**src/rtl/urg_arb_pkg.sv**
```systemverilog
package urg_arb_pkg;
  localparam int unsigned DEF_PORTS = 3;
  localparam int unsigned DEF_URG_W = 5;

  function automatic int unsigned idx_w(input int unsigned n);
    return (n > 1) ? $clog2(n) : 1;
  endfunction
endpackage

```
**src/rtl/urg_req_decode.sv**
```systemverilog
module urg_req_decode #(
  parameter int unsigned NUM_PORTS = urg_arb_pkg::DEF_PORTS,
  parameter int unsigned URG_W     = urg_arb_pkg::DEF_URG_W,
  localparam int unsigned RTE_W    = urg_arb_pkg::idx_w(NUM_PORTS)
) (
  input  logic [NUM_PORTS-1:0]                      req_i,
  input  logic [NUM_PORTS*RTE_W-1:0]                route_i,
  input  logic [NUM_PORTS*URG_W-1:0]                urg_i,
  output logic [NUM_PORTS-1:0][NUM_PORTS-1:0]       want_o,
  output logic [NUM_PORTS-1:0]                      live_o,
  output logic [NUM_PORTS-1:0]                      expired_o
);
  always_comb begin
    want_o = '0;
    for (int i = 0; i < NUM_PORTS; i++) begin
      expired_o[i] = req_i[i] && (urg_i[i*URG_W +: URG_W] == '0);
      live_o[i]    = req_i[i] && (urg_i[i*URG_W +: URG_W] != '0);
      for (int o = 0; o < NUM_PORTS; o++) begin
        if (live_o[i] && (route_i[i*RTE_W +: RTE_W] == RTE_W'(o)))
          want_o[o][i] = 1'b1;
      end
    end
  end
endmodule

```
**src/rtl/urg_min_select.sv**
```systemverilog
module urg_min_select #(
  parameter int unsigned NUM_PORTS = urg_arb_pkg::DEF_PORTS,
  parameter int unsigned URG_W     = urg_arb_pkg::DEF_URG_W
) (
  input  logic                       clk_i,
  input  logic                       rst_ni,
  input  logic [NUM_PORTS-1:0]       mask_i,
  input  logic [NUM_PORTS*URG_W-1:0] urg_i,
  output logic [NUM_PORTS-1:0]       gnt_o
);
  logic             found;
  logic [URG_W-1:0] best_urg;

  // strict less-than keeps the lowest index on ties
  always_comb begin
    found    = 1'b0;
    best_urg = '1;
    gnt_o    = '0;
    for (int i = 0; i < NUM_PORTS; i++) begin
      if (mask_i[i] && (!found || urg_i[i*URG_W +: URG_W] < best_urg)) begin
        found    = 1'b1;
        best_urg = urg_i[i*URG_W +: URG_W];
        gnt_o    = '0;
        gnt_o[i] = 1'b1;
      end
    end
  end

  AST_ONE_GRANT: assert property (@(posedge clk_i) disable iff (!rst_ni)
    $onehot0(gnt_o));
  AST_GRANT_HAS_REQ: assert property (@(posedge clk_i) disable iff (!rst_ni)
    (gnt_o & ~mask_i) == '0);
  AST_GRANT_IF_ANY: assert property (@(posedge clk_i) disable iff (!rst_ni)
    (|mask_i) |-> (|gnt_o));

  for (genvar gi = 0; gi < NUM_PORTS; gi++) begin : g_win
    for (genvar gj = 0; gj < NUM_PORTS; gj++) begin : g_rival
      if (gi != gj) begin : g_pair
        AST_MIN_WINS: assert property (@(posedge clk_i) disable iff (!rst_ni)
          gnt_o[gi] && mask_i[gj] |->
            urg_i[gi*URG_W +: URG_W] <= urg_i[gj*URG_W +: URG_W]);
      end
      if (gj < gi) begin : g_low
        AST_TIE_LOW: assert property (@(posedge clk_i) disable iff (!rst_ni)
          gnt_o[gi] && mask_i[gj] |->
            urg_i[gj*URG_W +: URG_W] != urg_i[gi*URG_W +: URG_W]);
      end
    end
  end
endmodule

```
**src/rtl/urgency_arbiter.sv**
```systemverilog
module urgency_arbiter #(
  parameter int unsigned NUM_PORTS = urg_arb_pkg::DEF_PORTS,
  parameter int unsigned URG_W     = urg_arb_pkg::DEF_URG_W,
  localparam int unsigned RTE_W    = urg_arb_pkg::idx_w(NUM_PORTS)
) (
  input  logic                       clk_i,
  input  logic                       rst_ni,
  input  logic [NUM_PORTS-1:0]       req_i,
  input  logic [NUM_PORTS*RTE_W-1:0] route_i,
  input  logic [NUM_PORTS*URG_W-1:0] urg_i,
  input  logic [NUM_PORTS-1:0]       exp_i,
  output logic [NUM_PORTS-1:0]       grant_o,
  output logic [NUM_PORTS-1:0]       drop_o
);
  logic [NUM_PORTS-1:0][NUM_PORTS-1:0] want;
  logic [NUM_PORTS-1:0][NUM_PORTS-1:0] gnt_by_out;
  logic [NUM_PORTS-1:0]                live;
  logic [NUM_PORTS-1:0]                expired;

  urg_req_decode #(.NUM_PORTS(NUM_PORTS), .URG_W(URG_W)) i_decode (
    .req_i     (req_i),
    .route_i   (route_i),
    .urg_i     (urg_i),
    .want_o    (want),
    .live_o    (live),
    .expired_o (expired)
  );

  for (genvar go = 0; go < NUM_PORTS; go++) begin : g_out
    urg_min_select #(.NUM_PORTS(NUM_PORTS), .URG_W(URG_W)) i_select (
      .clk_i  (clk_i),
      .rst_ni (rst_ni),
      .mask_i (want[go]),
      .urg_i  (urg_i),
      .gnt_o  (gnt_by_out[go])
    );
  end

  always_comb begin
    grant_o = '0;
    for (int o = 0; o < NUM_PORTS; o++) grant_o |= gnt_by_out[o];
  end

  // every live request on a valid route either wins or loses a collision
  assign drop_o = expired | (live & ~grant_o & exp_i);

  AST_NO_GNT_DROP: assert property (@(posedge clk_i) disable iff (!rst_ni)
    (grant_o & drop_o) == '0);

  for (genvar gi = 0; gi < NUM_PORTS; gi++) begin : g_chk
    AST_EXPIRED_DROP: assert property (@(posedge clk_i) disable iff (!rst_ni)
      req_i[gi] && urg_i[gi*URG_W +: URG_W] == '0 |->
        drop_o[gi] && !grant_o[gi]);
    AST_EXP_LOSER_DROP: assert property (@(posedge clk_i) disable iff (!rst_ni)
      req_i[gi] && urg_i[gi*URG_W +: URG_W] != '0 && exp_i[gi] && !grant_o[gi] |->
        drop_o[gi]);
    AST_KEEP_WAITER: assert property (@(posedge clk_i) disable iff (!rst_ni)
      req_i[gi] && urg_i[gi*URG_W +: URG_W] != '0 && !exp_i[gi] && !grant_o[gi] |->
        !drop_o[gi]);
    AST_IDLE_QUIET: assert property (@(posedge clk_i) disable iff (!rst_ni)
      !req_i[gi] |-> !grant_o[gi] && !drop_o[gi]);
  end
endmodule

```
**config.mk**
```make
export PLATFORM = sky130hd
export DESIGN_NAME = urgency_arbiter
export DESIGN_NICKNAME = d
export VERILOG_FILES = /design/src/rtl/urg_arb_pkg.sv /design/src/rtl/urg_req_decode.sv /design/src/rtl/urg_min_select.sv /design/src/rtl/urgency_arbiter.sv
export SDC_FILE = /design/constraint.sdc
export NUM_CORES = 1
export LEC_CHECK = 0
export BUFFER_PORTS_ARGS = -buffer_cell sky130_fd_sc_hd__buf_2
export CAP_MARGIN = 5
export CORE_MARGIN = 2
export CORE_UTILIZATION = 25
export DETAILED_ROUTE_END_ITERATION = 8
export PLACE_DENSITY_LB_ADDON = 0.12
export REMOVE_ABC_BUFFERS = 1
export SETUP_SLACK_MARGIN = 0.3
export SYNTH_ARGS = -nofsm -noshare
export SYNTH_HDL_FRONTEND = slang
export SYNTH_SLANG_ARGS = --single-unit
```
**constraint.sdc**
```tcl
create_clock -name vclk -period 19.8
set_input_delay 3.96 -clock vclk [all_inputs]
set_output_delay 3.96 -clock vclk [all_outputs]
set_load 0.03 [all_outputs]
```
# [Yosys cells after proc, flatten, opt, wreduce, memory -nomap -nowiden]
# Index checks and enable logic that the tools add are counted.
[word_totals] output_inout_bits=6 elab_cells=90 in_bits=29 register_bits=0
[classes] magnitude_cmp=6 muxes=30 eq_ne=6 n_bitwise=6 reduce_logical=42
[op_table] operator="< comparator 5 bit" n=6
[op_table] operator="two-way mux 5 bit" n=6
[op_table] operator="logical AND 1 bit" n=21
[op_table] operator="two-way mux 1 bit" n=18
[op_table] operator="two-way mux 3 bit" n=6
[op_table] operator="zero test 5 bit" n=3
[op_table] operator="nonzero test 5 bit" n=3
[op_table] operator="OR 3 bit" n=3
[op_table] operator="AND 3 bit" n=2
[op_table] operator="equality test 2 x 1 -> 1 bit (second input constant)" n=3
[op_table] operator="equality test 2 bit (second input constant)" n=3
[op_table] operator="zero test 1 bit" n=6
[op_table] operator="zero test 2 bit" n=3
[op_table] operator="logical OR 1 bit" n=6
[op_table] operator="inverter 3 bit" n=1

# [Depth between registers and ports, before layout]
# Gate-level depths: netlist of run 1.
[logic_depth] depth_word=19 ltp_mapped=18 mapped_depth_nobuf=17

# [Hierarchy]
# From an unflattened synthesis of run 1, not the netlist that was laid out.
[hier_totals] cells_unflattened=186 area_unflattened_um2=1565.3
[modules_own_cells] module="urg_min_select" area_each_um2=419.2 n_inst=3 cells_each=49
[modules_own_cells] module="urg_req_decode" area_each_um2=229.0 n_inst=1 cells_each=30
[modules_own_cells] module="urgency_arbiter" area_each_um2=78.8 n_inst=1 cells_each=9

# [Worst setup path before layout of run 1]
# No wires, ideal clock.
[synth_timing] kind="input to output" from="in urg_i[4]" to="out drop_o[0]" stages=18 arrival_time_ns=8.717 slack_ns=7.123 cell_sequence="or4_4 -> o2111ai_4 -> nor2_1 -> ha_1 -> a21oi_1 -> a21boi_0 -> nor2_1 -> o21ba_1 -> clkbuf_1 -> mux2_2 -> ha_1 -> a21o_1 -> a21o_1 -> a2111oi_0 -> a211oi_1 -> a2bb2oi_1 -> o31ai_1 -> o21ai_0"
[synth_between] elab_chain_len=19 word_cells_on_any_way=61 classes_between="6 x order compare; 24 x mux; 6 x bitwise; 25 x reduce/logical"
[synth_rtl] item="start, declared" line="urgency_arbiter.sv:10" source="input logic [NUM_PORTS*URG_W-1:0] urg_i,"
[synth_rtl] item="nonzero test 5 bit" line="urg_req_decode.sv:17" source="live_o[i] = req_i[i] && (urg_i[i*URG_W +: URG_W] != '0);"
[synth_rtl] item="logical AND 1 bit" line="urg_req_decode.sv:17"
[synth_rtl] item="logical AND 1 bit" line="urg_req_decode.sv:19" source="if (live_o[i] && (route_i[i*RTE_W +: RTE_W] == RTE_W'(o)))"
[synth_rtl] item="two-way mux 1 bit" line="urg_req_decode.sv:19"
[synth_rtl] item="two-way mux 5 bit or two-way mux 1 bit (tied branches)" line="urg_min_select.sv:20" source="if (mask_i[i] && (!found || urg_i[i*URG_W +: URG_W] < best_urg)) begin"
[synth_rtl] item="< comparator 5 bit or zero test 1 bit (tied branches)" line="urg_min_select.sv:20"
[synth_rtl] item="logical OR 1 bit" line="urg_min_select.sv:20"
[synth_rtl] item="logical AND 1 bit" line="urg_min_select.sv:20"
[synth_rtl] item="(+3 left out)"
[synth_rtl] item="logical AND 1 bit" line="urg_min_select.sv:20"
[synth_rtl] item="two-way mux 3 bit" line="urg_min_select.sv:20"
[synth_rtl] item="OR 3 bit" line="urgency_arbiter.sv:41" source="for (int o = 0; o < NUM_PORTS; o++) grant_o |= gnt_by_out[o];"
[synth_rtl] item="OR 3 bit *" line="urgency_arbiter.sv:41"
[synth_rtl] item="net grant_o[0]" line="urgency_arbiter.sv:12" source="output logic [NUM_PORTS-1:0] grant_o,"
[synth_rtl] item="inverter 3 bit *" line="urgency_arbiter.sv:45" source="assign drop_o = expired | (live & ~grant_o & exp_i);"
[synth_rtl] item="AND 3 bit * (2 in series)" line="urgency_arbiter.sv:45"
[synth_rtl] item="OR 3 bit *" line="urgency_arbiter.sv:45"
[synth_rtl] item="end, declared" line="urgency_arbiter.sv:13" source="output logic [NUM_PORTS-1:0] drop_o"
# Mark *: on every way through the listed nets, which the timed path passes. The rest lies on a longest branch.

# [Worst setup path after layout of run 1]
[layout_timing] from="in urg_i[0]" to="out drop_o[0]"
[layout_between] elab_chain_len=19 word_cells_on_any_way=61 classes_between="6 x order compare; 24 x mux; 6 x bitwise; 25 x reduce/logical"
[layout_rtl] item="nonzero test 5 bit" line="urg_req_decode.sv:17"
[layout_rtl] item="logical AND 1 bit" line="urg_req_decode.sv:17"
[layout_rtl] item="logical AND 1 bit" line="urg_req_decode.sv:19"
[layout_rtl] item="two-way mux 1 bit" line="urg_req_decode.sv:19"
[layout_rtl] item="two-way mux 5 bit or two-way mux 1 bit (tied branches)" line="urg_min_select.sv:20"
[layout_rtl] item="< comparator 5 bit or zero test 1 bit (tied branches)" line="urg_min_select.sv:20"
[layout_rtl] item="logical OR 1 bit" line="urg_min_select.sv:20"
[layout_rtl] item="logical AND 1 bit" line="urg_min_select.sv:20"
[layout_rtl] item="two-way mux 5 bit or two-way mux 1 bit (tied branches)" line="urg_min_select.sv:20"
[layout_rtl] item="< comparator 5 bit or zero test 1 bit (tied branches)" line="urg_min_select.sv:20"
[layout_rtl] item="logical OR 1 bit" line="urg_min_select.sv:20"
[layout_rtl] item="logical AND 1 bit" line="urg_min_select.sv:20"
[layout_rtl] item="two-way mux 3 bit" line="urg_min_select.sv:20"
[layout_rtl] item="OR 3 bit (2 in series)" line="urgency_arbiter.sv:41"
[layout_rtl] item="inverter 3 bit" line="urgency_arbiter.sv:45"
[layout_rtl] item="AND 3 bit (2 in series)" line="urgency_arbiter.sv:45"
[layout_rtl] item="OR 3 bit *" line="urgency_arbiter.sv:45"
# Every way passes the cells marked *; elsewhere a longest branch is shown, timed or not.

==> metrics.txt, run 1 <==
status finished clean; cell row count 25; Seq/Total Area, Yosys 0%; via/cell ratio between 5 and 6; Leak 0.706 nW; vias in the first global route around 1,300; Pwr Density 18.3 nW/µm²; Psw about 0.016 mW; Antenna diodes 0; area grow syn2layout 19.8%; crit path max fanout 8; Cell Area, Synth about 1200 µm²; ANT nets after route 0; Placer Congestion around 0.82; crit path kind in -> out; CTS hold repair buffers 0; CP endpoint kind primary output; Int Pwr around 0.011 mW; Max Slew Vio Count 0; core area roughly 4700 µm²; Detailed Place HPWL 3390 µm; wire length per cell approximately 15 µm; start point of the critical path urg_i[0]; first-pass GRT wire length around 6300 µm; Setup crit start kind primary input; initial antenna violation count 0; Fin Setup TNS 0 ns; Post-CTS Setup Bufs 0; Cells after DPL roughly 260; fmax 77.9 MHz; Tot GR Track Use around 15%; io pins 35; CLK BUF 0; Synth warnings 0; total gr overflow 0; RSZ-0062 raised after global routing false; DRT Pass-1 Iters 4; post-cts sizing count 0; top cell type by total area after synthesis ha_1; Post-synth top cells 24 x ha_1, 21 x nor2_1, 14 x o21ai_0; Layout Utilization between 30% and 40%; Slew headroom 35.2%; CP Data Arrival Time 8.87 ns; most numerous cell in the Yosys netlist ha_1; fin nets around 250; die width ~74 µm; Synth Area per Inst 7.58 µm²; FFs & Latches 0; worst min path class in -> out; final count of negative-setup-slack endpoints 0; min Tclk post-route around 13 ns; WP data required about 16 ns; drt total wl around 4000 µm; area share of the largest cell type after synthesis 24.6%; Die H ~74 µm; Clock Power Share 0%; 1st-iter DRT viols 41; # port buffers 33; Min-Delay Startpoint exp_i[1]; FF+latch area 0 µm²; Hold Fails Final Rpt 0; Cells after Synth 161; Yosys cell types 46; period utilization between 60% and 70%; share of post-route cells with drive strength above 1 28.6%; sw frac between 60% and 70%; sequential share of power 0%; Final Non-Filler Cells about 260; Tightest Pin Transition between 0.9 and 1 ns; largest net degree at the start of global routing 10; Remaining DRCs 0; VDD IR max 0.00738 mV; combinational share of power 100.0%; routed vias 1,343; DIE AREA about 5500 µm²; maxcap violations 0; Initial Util 25.8%; top post-synthesis cells by area ha_1 25%, mux2_2 7.4%, nor2_1 6.5%
metal layers:
layer  up-vias  part of all wire [%]  global-route usage [%]
met5         -                     0                       0
met4         0                     0                   0.202
met1       620                    53                    22.6
met2        28                    43                    23.6
li1        695                     -                       -
met3         0                   3.7                   0.412
worst paths after layout:
check                   end  slack (ns)  cells past startpoint
setup / recovery  drop_o[0]        6.97                     19
hold / removal    drop_o[1]        8.28                      4
critical path, stage by stage:
cell	delay, ns
buf_2	0.15
or4_4	0.58
o2111ai_4	0.32
nor2_1	0.12
ha_1	0.33
a21oi_1	0.16
a21boi_0	0.13
nor2_1	0.13
o21ba_1	0.27
mux2_2	0.38
ha_1	0.29
a21o_1	0.19
a21o_1	0.17
a2111oi_0	0.85
a211oi_1	0.19
a2bb2oi_1	0.16
o31ai_1	0.12
o21ai_0	0.17
buf_2	0.21
area by class of cell:
| cell class | instances | area (µm²) |
|---|---|---|
| Tap cell | 67 | 83.8 |
| Inverter | 8 | 30.0 |
| Fill cell | 517 | 3260 |
| Timing Repair Buffer | 33 | 165 |
| Multi-Input combinational cell | 151 | 1180 |
power groups by stage:
stage	registers (mW)	logic (mW)	clock network, mW
2_1_floorplan	0	0.0163	0
5_1_grt	0	0.0297	0
6_report	0	0.0267	0
3_3_place_gp	0	0.0261	0
3_5_place_dp	0	0.0268	0
4_1_cts	0	0.0269	0
per-stage QoR:
| step | instance area, µm² | hold slack, ns | setup slack (ns) | total power, mW |
|---|---|---|---|---|
| 3_5_place_dp | 1460 | 8.28 | 7.01 | 0.0268 |
| 6_report | 1460 | 8.28 | 6.97 | 0.0267 |
| 2_1_floorplan | 1210 | 8.12 | 7.23 | 0.0163 |
| 5_1_grt | 1460 | 8.31 | 6.58 | 0.0297 |
| 3_3_place_gp | 1460 | 8.28 | 7.03 | 0.0261 |
| 4_1_cts | 1460 | 8.28 | 7.00 | 0.0269 |
placed cells by master (no fill, tap or decap), types with 5 or more instances in the layout:
cell	netlist	final
ha_1	24	24
a21oi_1	7	7
mux2_2	8	8
o21ai_0	14	14
nand2_1	13	13
buf_2	0	33
nor2_1	21	21
inv_1	8	8
a21o_1	5	5
o211ai_1	5	5
kinds of logic (layout without fill, tap and decap cells):
kind of cell | Yosys count | count (layout) | share of synthesized area (%)
buf+inv | 10 | 41 | 3.08
mux | 8 | 8 | 7.38
compound gates | 58 | 58 | 38.3
fa+ha+maj | 24 | 24 | 24.6
simple gates | 61 | 61 | 26.7
No activity file was read; power rests on OpenSTA's default activity.
==> run 2, diff against run 1 <==
--- a/config.mk
+++ b/config.mk
@@ -5,6 +5,7 @@
 export SDC_FILE = /design/constraint.sdc
 export NUM_CORES = 1
 export LEC_CHECK = 0
+export ABC_AREA = 1
 export BUFFER_PORTS_ARGS = -buffer_cell sky130_fd_sc_hd__buf_2
 export CAP_MARGIN = 5
 export CORE_MARGIN = 2
==> constraint.sdc (replaced) <==
create_clock -name vclk -period 12.4
set_input_delay 2.48 -clock vclk [all_inputs]
set_output_delay 2.48 -clock vclk [all_outputs]
set_load 0.03 [all_outputs]
==> run 2 against run 1 <==
Compared with the run above: design area shrank 1.8%; critical path depth increased by 9; synthesized cell count rose by 34%; flip-flop and latch count did not move; sequential share of layout area unchanged; area after synthesis decreased by 1.0%; power is 52% higher; largest power group unchanged; wire length fell by 11%; final cell count increased by 17%; worst setup slack worse by 3.0 ns.
==> metrics.txt, run 2 <==
Synth warnings 0 (unchanged); Cells after DPL 302 (was 259); commonest cells after routing, fill and taps aside 67 x nand2_1, 33 x buf_2, 28 x nor2_1 (was 33 x buf_2, 24 x ha_1, 21 x nor2_1); Initial Util 25.7% (was 25.8%); share of post-route cells with drive strength above 1 24.2% (was 28.6%); Die H 73.5 µm (was 73.9 µm); Cells after Synth 216 (was 161); min Tclk post-route around 8.4 ns; routed vias 1,400 (was 1,343); maxcap violations 0 (unchanged); first-pass GRT wire length 5940 µm (was 6330 µm); Seq/Total Area, Yosys 0% (unchanged); Layout Utilization 30.6% (was 30.9%); top post-synthesis cells by area ha_1 25%, nand2_1 21%, nor2_1 8.7% (was ha_1 25%, mux2_2 7.4%, nor2_1 6.5%); Setup crit start kind primary input (unchanged); vias in the first global route 1,288 (was 1,265); DIE AREA 5400 µm² (was 5450 µm²); io pins 35 (unchanged); VDD IR max 0.00721 mV (was 0.00738 mV); DRT Pass-1 Iters 4 (unchanged); status finished clean (unchanged); Remaining DRCs 0 (unchanged); total gr overflow 0 (unchanged); Leak 0.879 nW (was 0.706 nW); worst min path class in -> out (unchanged); core area 4690 µm² (was 4720 µm²); post-cts sizing count 0 (unchanged); # port buffers 33 (unchanged); Tot GR Track Use 13.7% (was 14.6%); Final Non-Filler Cells 302 (was 259); Hold Fails Final Rpt 0 (unchanged); Fin Setup TNS 0 ns (unchanged); final count of negative-setup-slack endpoints 0 (unchanged); Largest delay share family, worst path simple AND/OR/NAND/NOR gates (was compound AO/OA/AOI/OAI gates); RSZ-0062 raised after global routing false (unchanged); Synth Area per Inst 5.59 µm² (was 7.58 µm²); 1st-iter DRT viols 35 (was 41); CLK BUF 0 (unchanged); fmax around 120 MHz; FFs & Latches 0 (unchanged); Yosys cell types 23 (was 46); Cell Area, Synth 1210 µm² (was 1220 µm²); commonest non-fill, non-tap cell in the layout nand2_1 (was buf_2); CP endpoint kind primary output (unchanged); top cell type by total area after synthesis ha_1 (unchanged); most numerous cell in the Yosys netlist nand2_1 (was ha_1); Placer Congestion 0.767 (was 0.817); Post-synth top cells 67 x nand2_1, 28 x nor2_1, 24 x ha_1 (was 24 x ha_1, 21 x nor2_1, 14 x o21ai_0); crit path max fanout 11 (was 8); ANT nets after route 0 (unchanged); Antenna diodes 0 (unchanged); area grow syn2layout 18.9% (was 19.8%); CP max stage delay 0.28 ns (was 0.85 ns); cell row count 25 (unchanged); Pwr Density 28.2 nW/µm² (was 18.3 nW/µm²); Critical-path top delay cell ha_1 (was a2111oi_0); crit path kind in -> out (unchanged); WP data required 9.92 ns (was 15.84 ns); fin nets 303 (was 247); via/cell ratio 4.64 (was 5.19); worst path bufs/invs 5 (was 2); wire length per cell 11.7 µm (was 15.3 µm); area share of the largest cell type after synthesis 24.9% (was 24.6%); period utilization about two thirds; Crit path top cell by count nand2_1; initial antenna violation count 0 (unchanged); Post-CTS Setup Bufs 0 (unchanged); CP Data Arrival Time 5.91 ns (was 8.87 ns); largest net degree at the start of global routing 12 (was 10); Detailed Place HPWL 3180 µm (was 3390 µm); FF+latch area 0 µm² (unchanged); Max Slew Vio Count 0 (unchanged); CTS hold repair buffers 0 (unchanged); Tightest Pin Transition 0.321 ns (was 0.948 ns); drt total wl 3540 µm (was 3950 µm); Slew headroom 78.5% (was 35.2%); die width 73.5 µm (was 73.9 µm); fillcell total 562 (was 517)
## run 2: cell families (layout without fill, tap and decap cells)
family / count (synthesis) / count (layout) / share of synthesized area (%)
adder cells (fa/ha/maj): 24 / 24 / 24.9
AND/OR/NAND/NOR: 136 / 136 / 53.4
AO/OA/AOI/OAI: 27 / 27 / 12.4
buffers and inverters: 29 / 61 / 9.33
## run 2: path summary, 6_finish.rpt
path	from	endpoint	slack (ns)	depth (start not counted)
worst max-delay path	urg_i[1]	drop_o[1]	4.01	28
worst min-delay path	exp_i[2]	drop_o[2]	5.33	4
## run 2: power breakdown
| group | internal, mW | total, mW | switching [mW] |
|---|---|---|---|
| clock | 0 | 0 | 0 |
| sequential | 0 | 0 | 0 |
| combinational | 0.0144 | 0.0405 | 0.0261 |
## run 2: final cells by class
| type | count | area [µm²] | area share (%) |
|---|---|---|---|
| multi-input cells | 187 | 1090 | 76.3 |
| repair buffers | 33 | 165 | 11.5 |
| inverters | 28 | 108 | 7.50 |
| well taps | 54 | 67.6 | 4.71 |
## run 2: per-layer routing
layer | wire length (µm) | global-route usage [%] | up-vias
met2 | 1700 | 24.4 | 18
li1 | - | - | 777
met3 | 59 | 0 | 0
met4 | 0 | 0 | 0
met1 | 1770 | 19.7 | 605
met5 | 0 | 0 | -
## run 2: per-stage QoR
step                setup WS, ns  total power [mW]  hold WS, ns  instance area [µm²]
floorplan                   4.63            0.0261         5.18                 1200
global placement            3.90            0.0412         5.33                 1440
detailed placement          3.97            0.0414         5.33                 1440
CTS                         3.95            0.0415         5.33                 1440
global route                3.56            0.0468         5.36                 1440
finish                      4.01            0.0405         5.33                 1440
